**src/rtl/mixreg_pkg.sv**
```systemverilog
package mixreg_pkg;
  localparam int DATA_W   = 32;
  localparam int MODE_LSB = 0;
  localparam int MODE_W   = 2;
  localparam int STAT_LSB = 2;
  localparam int STAT_W   = 2;
  localparam int GO_BIT   = 4;
  localparam int EVT_BIT  = 5;
  localparam int OVF_BIT  = 6;
  localparam int FRC_BIT  = 7;
  localparam int USED_W   = 8;
  localparam int NFLAG    = 3;
  localparam int FL_EVT   = 0;
  localparam int FL_OVF   = 1;
  localparam int FL_FRC   = 2;
endpackage

```
**src/rtl/mixreg_flag.sv**
```systemverilog
module mixreg_flag #(
  parameter logic RST_VAL = 1'b0
) (
  input  logic clk,
  input  logic rst_n,
  input  logic set_i,
  input  logic clr_i,
  output logic q_o
);
  logic q_d;

  always_comb begin
    q_d = q_o & ~clr_i;
    if (set_i) q_d = 1'b1;
  end

  always_ff @(posedge clk or negedge rst_n) begin
    if (!rst_n) q_o <= RST_VAL;
    else        q_o <= q_d;
  end

  // a hardware set beats a clear that lands in the same cycle
  a_r6_set_wins: assert property (@(posedge clk) disable iff (!rst_n)
    set_i |=> q_o);
  a_r7_clear_takes: assert property (@(posedge clk) disable iff (!rst_n)
    (clr_i && !set_i) |=> !q_o);
endmodule

```
**src/rtl/mixreg_rdmux.sv**
```systemverilog
module mixreg_rdmux
  import mixreg_pkg::*;
#(
  parameter int DW = DATA_W
) (
  input  logic              clk,
  input  logic              rst_n,
  input  logic              rd_i,
  input  logic [MODE_W-1:0] mode_i,
  input  logic [STAT_W-1:0] stat_i,
  input  logic              evt_i,
  input  logic              ovf_i,
  input  logic              frc_i,
  output logic [DW-1:0]     rdata_o
);
  logic [DW-1:0] word;
  logic [DW-1:0] rdata_d;

  always_comb begin
    word = '0;
    word[MODE_LSB +: MODE_W] = mode_i;
    word[STAT_LSB +: STAT_W] = stat_i;
    word[EVT_BIT]            = evt_i;
    word[OVF_BIT]            = ovf_i;
    word[FRC_BIT]            = frc_i;
    rdata_d = rd_i ? word : '0;
  end

  always_ff @(posedge clk or negedge rst_n) begin
    if (!rst_n) rdata_o <= '0;
    else        rdata_o <= rdata_d;
  end

  a_r10_idle_zero: assert property (@(posedge clk) disable iff (!rst_n)
    !rd_i |=> (rdata_o == '0));
  a_r10_reserved_zero: assert property (@(posedge clk) disable iff (!rst_n)
    rd_i |=> (rdata_o[DW-1:USED_W] == '0));
  a_r4_go_reads_zero: assert property (@(posedge clk) disable iff (!rst_n)
    rd_i |=> !rdata_o[GO_BIT]);
endmodule

```
**src/rtl/mixreg_csr.sv**
```systemverilog
module mixreg_csr
  import mixreg_pkg::*;
#(
  parameter int DW   = DATA_W,
  parameter int MW   = MODE_W,
  parameter int SW   = STAT_W,
  parameter int SYNC = 2
) (
  input  logic          clk,
  input  logic          rst_n,
  input  logic          sel,
  input  logic          wr_en,
  input  logic          rd_en,
  input  logic [DW-1:0] wdata,
  output logic [DW-1:0] rdata,
  input  logic [SW-1:0] hw_status_i,
  input  logic          evt_pulse_i,
  input  logic          ovf_pulse_i,
  output logic [MW-1:0] mode_o,
  output logic          go_pulse_o,
  output logic          force_o
);
  localparam logic [NFLAG-1:0] FLAG_RST = NFLAG'(1 << FL_EVT);

  // asynchronous assert, synchronous release
  logic [SYNC-1:0] sync_q;
  logic            rst_i_n;

  always_ff @(posedge clk or negedge rst_n) begin
    if (!rst_n) sync_q <= '0;
    else        sync_q <= {sync_q[SYNC-2:0], 1'b1};
  end
  assign rst_i_n = sync_q[SYNC-1];

  logic wr, rd;
  assign wr = sel & wr_en;
  assign rd = sel & rd_en;

  // mode field, read-write
  logic [MW-1:0] mode_d;
  always_comb begin
    mode_d = mode_o;
    if (wr) mode_d = wdata[MODE_LSB +: MW];
  end
  always_ff @(posedge clk or negedge rst_i_n) begin
    if (!rst_i_n) mode_o <= '0;
    else          mode_o <= mode_d;
  end

  // go strobe, write-only, no stored state
  logic go_d;
  assign go_d = wr & wdata[GO_BIT];
  always_ff @(posedge clk or negedge rst_i_n) begin
    if (!rst_i_n) go_pulse_o <= 1'b0;
    else          go_pulse_o <= go_d;
  end

  // sticky flags: event (W1C), overflow (clear on read), force (W1S)
  logic [NFLAG-1:0] fl_set, fl_clr, fl_q;
  always_comb begin
    fl_set         = '0;
    fl_clr         = '0;
    fl_set[FL_EVT] = evt_pulse_i;
    fl_clr[FL_EVT] = wr & wdata[EVT_BIT];
    fl_set[FL_OVF] = ovf_pulse_i;
    fl_clr[FL_OVF] = rd;
    fl_set[FL_FRC] = wr & wdata[FRC_BIT];
  end

  for (genvar i = 0; i < NFLAG; i++) begin : g_flag
    mixreg_flag #(.RST_VAL(FLAG_RST[i])) u_flag (
      .clk   (clk),
      .rst_n (rst_i_n),
      .set_i (fl_set[i]),
      .clr_i (fl_clr[i]),
      .q_o   (fl_q[i])
    );
  end

  assign force_o = fl_q[FL_FRC];

  mixreg_rdmux #(.DW(DW)) u_rdmux (
    .clk     (clk),
    .rst_n   (rst_i_n),
    .rd_i    (rd),
    .mode_i  (mode_o),
    .stat_i  (hw_status_i),
    .evt_i   (fl_q[FL_EVT]),
    .ovf_i   (fl_q[FL_OVF]),
    .frc_i   (fl_q[FL_FRC]),
    .rdata_o (rdata)
  );

  a_r2_mode_follows: assert property (@(posedge clk) disable iff (!rst_i_n)
    (sel && wr_en) |=> (mode_o == $past(wdata[MODE_LSB +: MW])));
  a_r2_mode_holds: assert property (@(posedge clk) disable iff (!rst_i_n)
    !(sel && wr_en) |=> $stable(mode_o));
  a_r4_go_one_cycle: assert property (@(posedge clk) disable iff (!rst_i_n)
    (go_pulse_o && !$past(sel && wr_en && wdata[GO_BIT])) |-> 1'b0);
  a_r4_go_fires: assert property (@(posedge clk) disable iff (!rst_i_n)
    (sel && wr_en && wdata[GO_BIT]) |=> go_pulse_o);
  a_r5_zero_keeps: assert property (@(posedge clk) disable iff (!rst_i_n)
    (fl_q[FL_EVT] && !(sel && wr_en && wdata[EVT_BIT])) |=> fl_q[FL_EVT]);
  a_r8_read_keeps_on_event: assert property (@(posedge clk) disable iff (!rst_i_n)
    (sel && rd_en && ovf_pulse_i) |=> fl_q[FL_OVF]);
  a_r9_force_sticky: assert property (@(posedge clk) disable iff (!rst_i_n)
    force_o |=> force_o);
endmodule

```
**config.mk**
```make
export PLATFORM = sky130hd
export DESIGN_NAME = mixreg_csr
export DESIGN_NICKNAME = d
export VERILOG_FILES = /design/src/rtl/mixreg_pkg.sv /design/src/rtl/mixreg_flag.sv /design/src/rtl/mixreg_rdmux.sv /design/src/rtl/mixreg_csr.sv
export SDC_FILE = /design/constraint.sdc
export NUM_CORES = 1
export LEC_CHECK = 0
export BUFFER_PORTS_ARGS = -buffer_cell sky130_fd_sc_hd__buf_2
export CAP_MARGIN = 20
export CORE_UTILIZATION = 33
export DETAILED_ROUTE_END_ITERATION = 8
export PLACE_DENSITY_LB_ADDON = 0.3
export SLEW_MARGIN = 15
export SYNTH_ARGS = -nofsm -noshare
export SYNTH_HDL_FRONTEND = slang
export SYNTH_SLANG_ARGS = --single-unit
```
**constraint.sdc**
```tcl
create_clock -name clk -period 0.8 [get_ports clk]
set_input_delay 0.16 -clock clk [delete_from_list [all_inputs] [get_ports clk]]
set_output_delay 0.16 -clock clk [all_outputs]
set_load 0.01 [all_outputs]
```
# == Word-level counts from Yosys, hierarchy flattened ==
# Index checks and enable logic that the tools add are counted.
# op_classes
muxes,3
n_bitwise,9
# op_table
cell,n
two-way mux 8 bit,1
bitwise AND 1 bit,7
two-way mux 1 bit,2
NOT 1 bit,2
# totals
ff_bits,40
word_cells,19

# == Depth between registers and ports, before layout ==
# logic_depth
ltp_word,5
mapped_depth,3
mapped_depth_nobuf,2

# == Modules after synthesis ==
# A second synthesis with hierarchy kept.
# unflattened
hier_cells,63
hier_area_um2,719.4
# modules_own_cells
module,n_inst,cells_per_inst,area_per_inst_um2,seq_area_each_um2
mixreg_rdmux,1,40,410.4,175.2
mixreg_csr,1,14,198.9,125.1
mixreg_flag at g_flag[1].u_flag ...,2,3,36.3,25.0
mixreg_flag at g_flag[0].u_flag,1,3,37.5,26.3

# == Worst setup path before layout ==
# OpenSTA, ideal clock, no wires.
# synth_path
path_kind,reg-to-reg
from,"register, netlist name mode_o[0]"
to,register mode_o[0]
setup_time_ns,0.125
arrival_ns,0.653
path_slack_ns,0.022
stages_incl_launch_ff,2
path_buffers,0
path_cell_list,dfrtp_1 mux2_4
# synth_lines
item,line_no,source
end signal: assignment,mixreg_csr.sv:47,else mode_o <= mode_d;
end: declaration,mixreg_csr.sv:19,"output logic [MW-1:0] mode_o,"

# == Worst setup path after layout ==
# layout_path
from,register mode_o[1]
to,output mode_o[1]
# No word-level cell between the ends.

==> summary.txt <==
Status
  • Status: complete, but fails checks
  • Violations in the final reports: setup timing

Clock network
  • CTS tree: yes
  • CTS buffer count: 3
  • Level count of the clock H-tree: 1
  • Root buf cell: clkbuf_4
  • Clock buffer depth: 2
  • CTS Sinks: 15
  • Clk_lat worst skew: 0.28 ns
  • Clk pin slew, worst setup/hold paths: 0.08 ns

Synth
  • Synth top area cells: dfrtp_1 50%, buf_4 27%, and3_1 7.2%
  • Yosys warnings: 0
  • Yosys reg bits: 15
  • Distinct cells, synth: 12
  • Register area share after synthesis: 0.541
  • Post-Syn Area: 696 sq um
  • Post-synthesis cell count: 59
  • Cell accounting for the most synthesized area: dfrtp_1
  • Synth top area share: 0.504
  • Syn_area_per_cell: 11.8 sq um

Detailed routing
  • DRC violations left: 0
  • Initial DRC Count: 1
  • Final ANT Viol Nets: 0
  • DR WL/cell: 8.78 um
  • Vias: 454
  • Vias per cell: 3.78
  • 1st-pass router iterations: 2
  • Routed WL: 1050 um

Worst setup path
  • Path depth of the worst reg2reg path: 2
  • Reg2Reg Launch Point: mode_o[1]
  • Worst-path fanout max: 2
  • Stages on worst setup path: 1
  • CP endpoint kind: primary output
  • Worst path buffer plus inverter count: 1
  • CP arrival: 0.82 ns
  • FF-to-FF End: mode_o[1]
  • Crit Path Class: flop to primary output
  • Worst Setup Start Kind: flop
  • R2R Setup Slk: -0.09 ns
  • Slowest CP cell: dfrtp_1
  • CP peak stage delay: 0.41 ns
  • CP required: 0.64 ns
  • Top delay family on crit path: flip-flops
  • Crit-path cells: buf_6

Placement
  • Gpl congestion: 0.678
  • Input/output buffers: 24
  • DPL Wire Length: 806 um
  • Setup slack after placement: 0.0123 ns
  • Cells after DPL: 112

Power and ir drop
  • Leak pwr: 0.500 nW
  • Total power: 1.52 mW
  • Peak VDD IR: 0.741 mV
  • Power density over the cells: 1770 nW/um^2

Flow run
  • Max-cap violations: 0

Final layout
  • Antenna Cells: 0
  • Area Growth Syn to Fin: 23.2%
  • Nets: 135
  • Post-layout util: 0.437
  • Post-Layout Cell Count: 120
  • Share of cells above drive strength 1: 0.430
  • FILL cells: 202

Floorplanning
  • I/O pins: 77
  • Cell row count: 16
  • Core footprint: 1960 sq um
  • Die X: 47.9 um
  • Die area: 2300 sq um
  • Starting density of the core: 0.355
  • Die Height: 47.9 um

Global route
  • GRT overflow: 0
  • Vias in the first global route: 381
  • Gr usage total: 0.101
  • Largest net degree at the start of global routing: 12
  • Initial antenna violation count: 0
  • Global-route wire length before repair: 1520 um

Timing
  • Tightest hold margin: 0.0451 ns
  • Final hold vios: 0
  • Fmax: 1020 MHz
  • Final Slew Violations: 0
  • RSZ-0062 raised after global routing: true
  • Endpoints failing setup: 15
  • Final WS setup: -0.184 ns
  • Tmin final: 0.984 ns
  • Clock Skews: 0.000485 ns
  • Period utilization: 1.23

Worst hold path
  • Hold WC Path Type: flop to asynchronous set/reset pin
-- per-stage QoR --
stage | area [sq um] | setup TNS [ns]
after floorplan | 786 | 0
after global placement | 777 | 0
after detailed placement | 777 | 0
after CTS | 836 | -1.86
after global routing | 857 | -2.53
final | 857 | -1.74
-- how the worst max path moves through the flow --
stage / end / slack [ns] / start
2_1_floorplan: mode_o[0] / 0.02 / mode_o[0]
3_3_place_gp: mode_o[0] / 0.02 / sel
3_5_place_dp: mode_o[1] / 0.01 / sel
4_1_cts: force_o / -0.18 / g_flag[2].u_flag.q_o
5_1_grt: mode_o[1] / -0.24 / mode_o[1]
6_report: mode_o[1] / -0.18 / mode_o[1]
-- kinds of logic (layout without fill, tap and decap cells) --
family,Yosys count,count (layout),share of synthesized area
buf+inv,26,36,0.277
flops,15,15,0.541
simple gates,11,11,0.0935
compound gates,3,3,0.0342
other cells,2,26,0.0108
mux,2,2,0.0432
-- repair_timing --
item | in CTS | in global routing
setup endpoints to repair | 11 | 17
hold buffers | 1 | 0
gates resized for setup | 0 | 4
hold endpoints to repair | 2 | 0
buffers inserted | 3 | 0
-- layer usage --
metal | wire length, um | track usage
met1 | 385 | 0.101
met2 | 518 | 0.170
met3 | 130 | 0.0340
met4 | 19 | 0.0833
met5 | 0 | 0
-- state kept, by name (all words and copies together) (netlist names) --
register           cells
g_flag.u_flag.q_o      3
go_pulse_o             1
u_rdmux.rdata_o        7
sync_q                 2
mode_o                 2
-- synth_stat cells (all sizes together) --
master  instances
buf            26
dfrtp          14
dfstp           1
nand3           1
nand2           2
and3            8
conb            2
a21o            2
mux2            2
a31o            1
-- power by group --
group / switching, mW / internal [mW]
combinational: 0.141 / 0.136
sequential: 0.0221 / 0.806
clock: 0.221 / 0.193
-- cell usage in the layout, fill, tap and decap left out, drive strengths merged --
cell type,Yosys,final
nand3,1,1
mux2,2,2
dfstp,1,1
nand2,2,2
dlygate4sd3,0,1
dfrtp,14,14
conb,2,26
and3,8,8
a31o,1,1
a21o,2,2
clkbuf,0,4
buf,26,31
-- layout make-up --
| class | instances | area [sq um] | area share |
|---|---|---|---|
| clock buffer | 4 | 26.3 | 0.0307 |
| tap | 27 | 33.8 | 0.0394 |
| timing repair buffer | 32 | 199 | 0.232 |
| multi-input combinational | 42 | 221 | 0.258 |
| sequential | 15 | 377 | 0.439 |
-- worst register-to-register path, delay by kind of cell, from the launching register on --
kind	cells	cell delay, ns
DFF	1	0.41
muxes	1	0.24
buffers and inverters	1	0.13
Note: power is estimated with default switching activity, not from simulation.
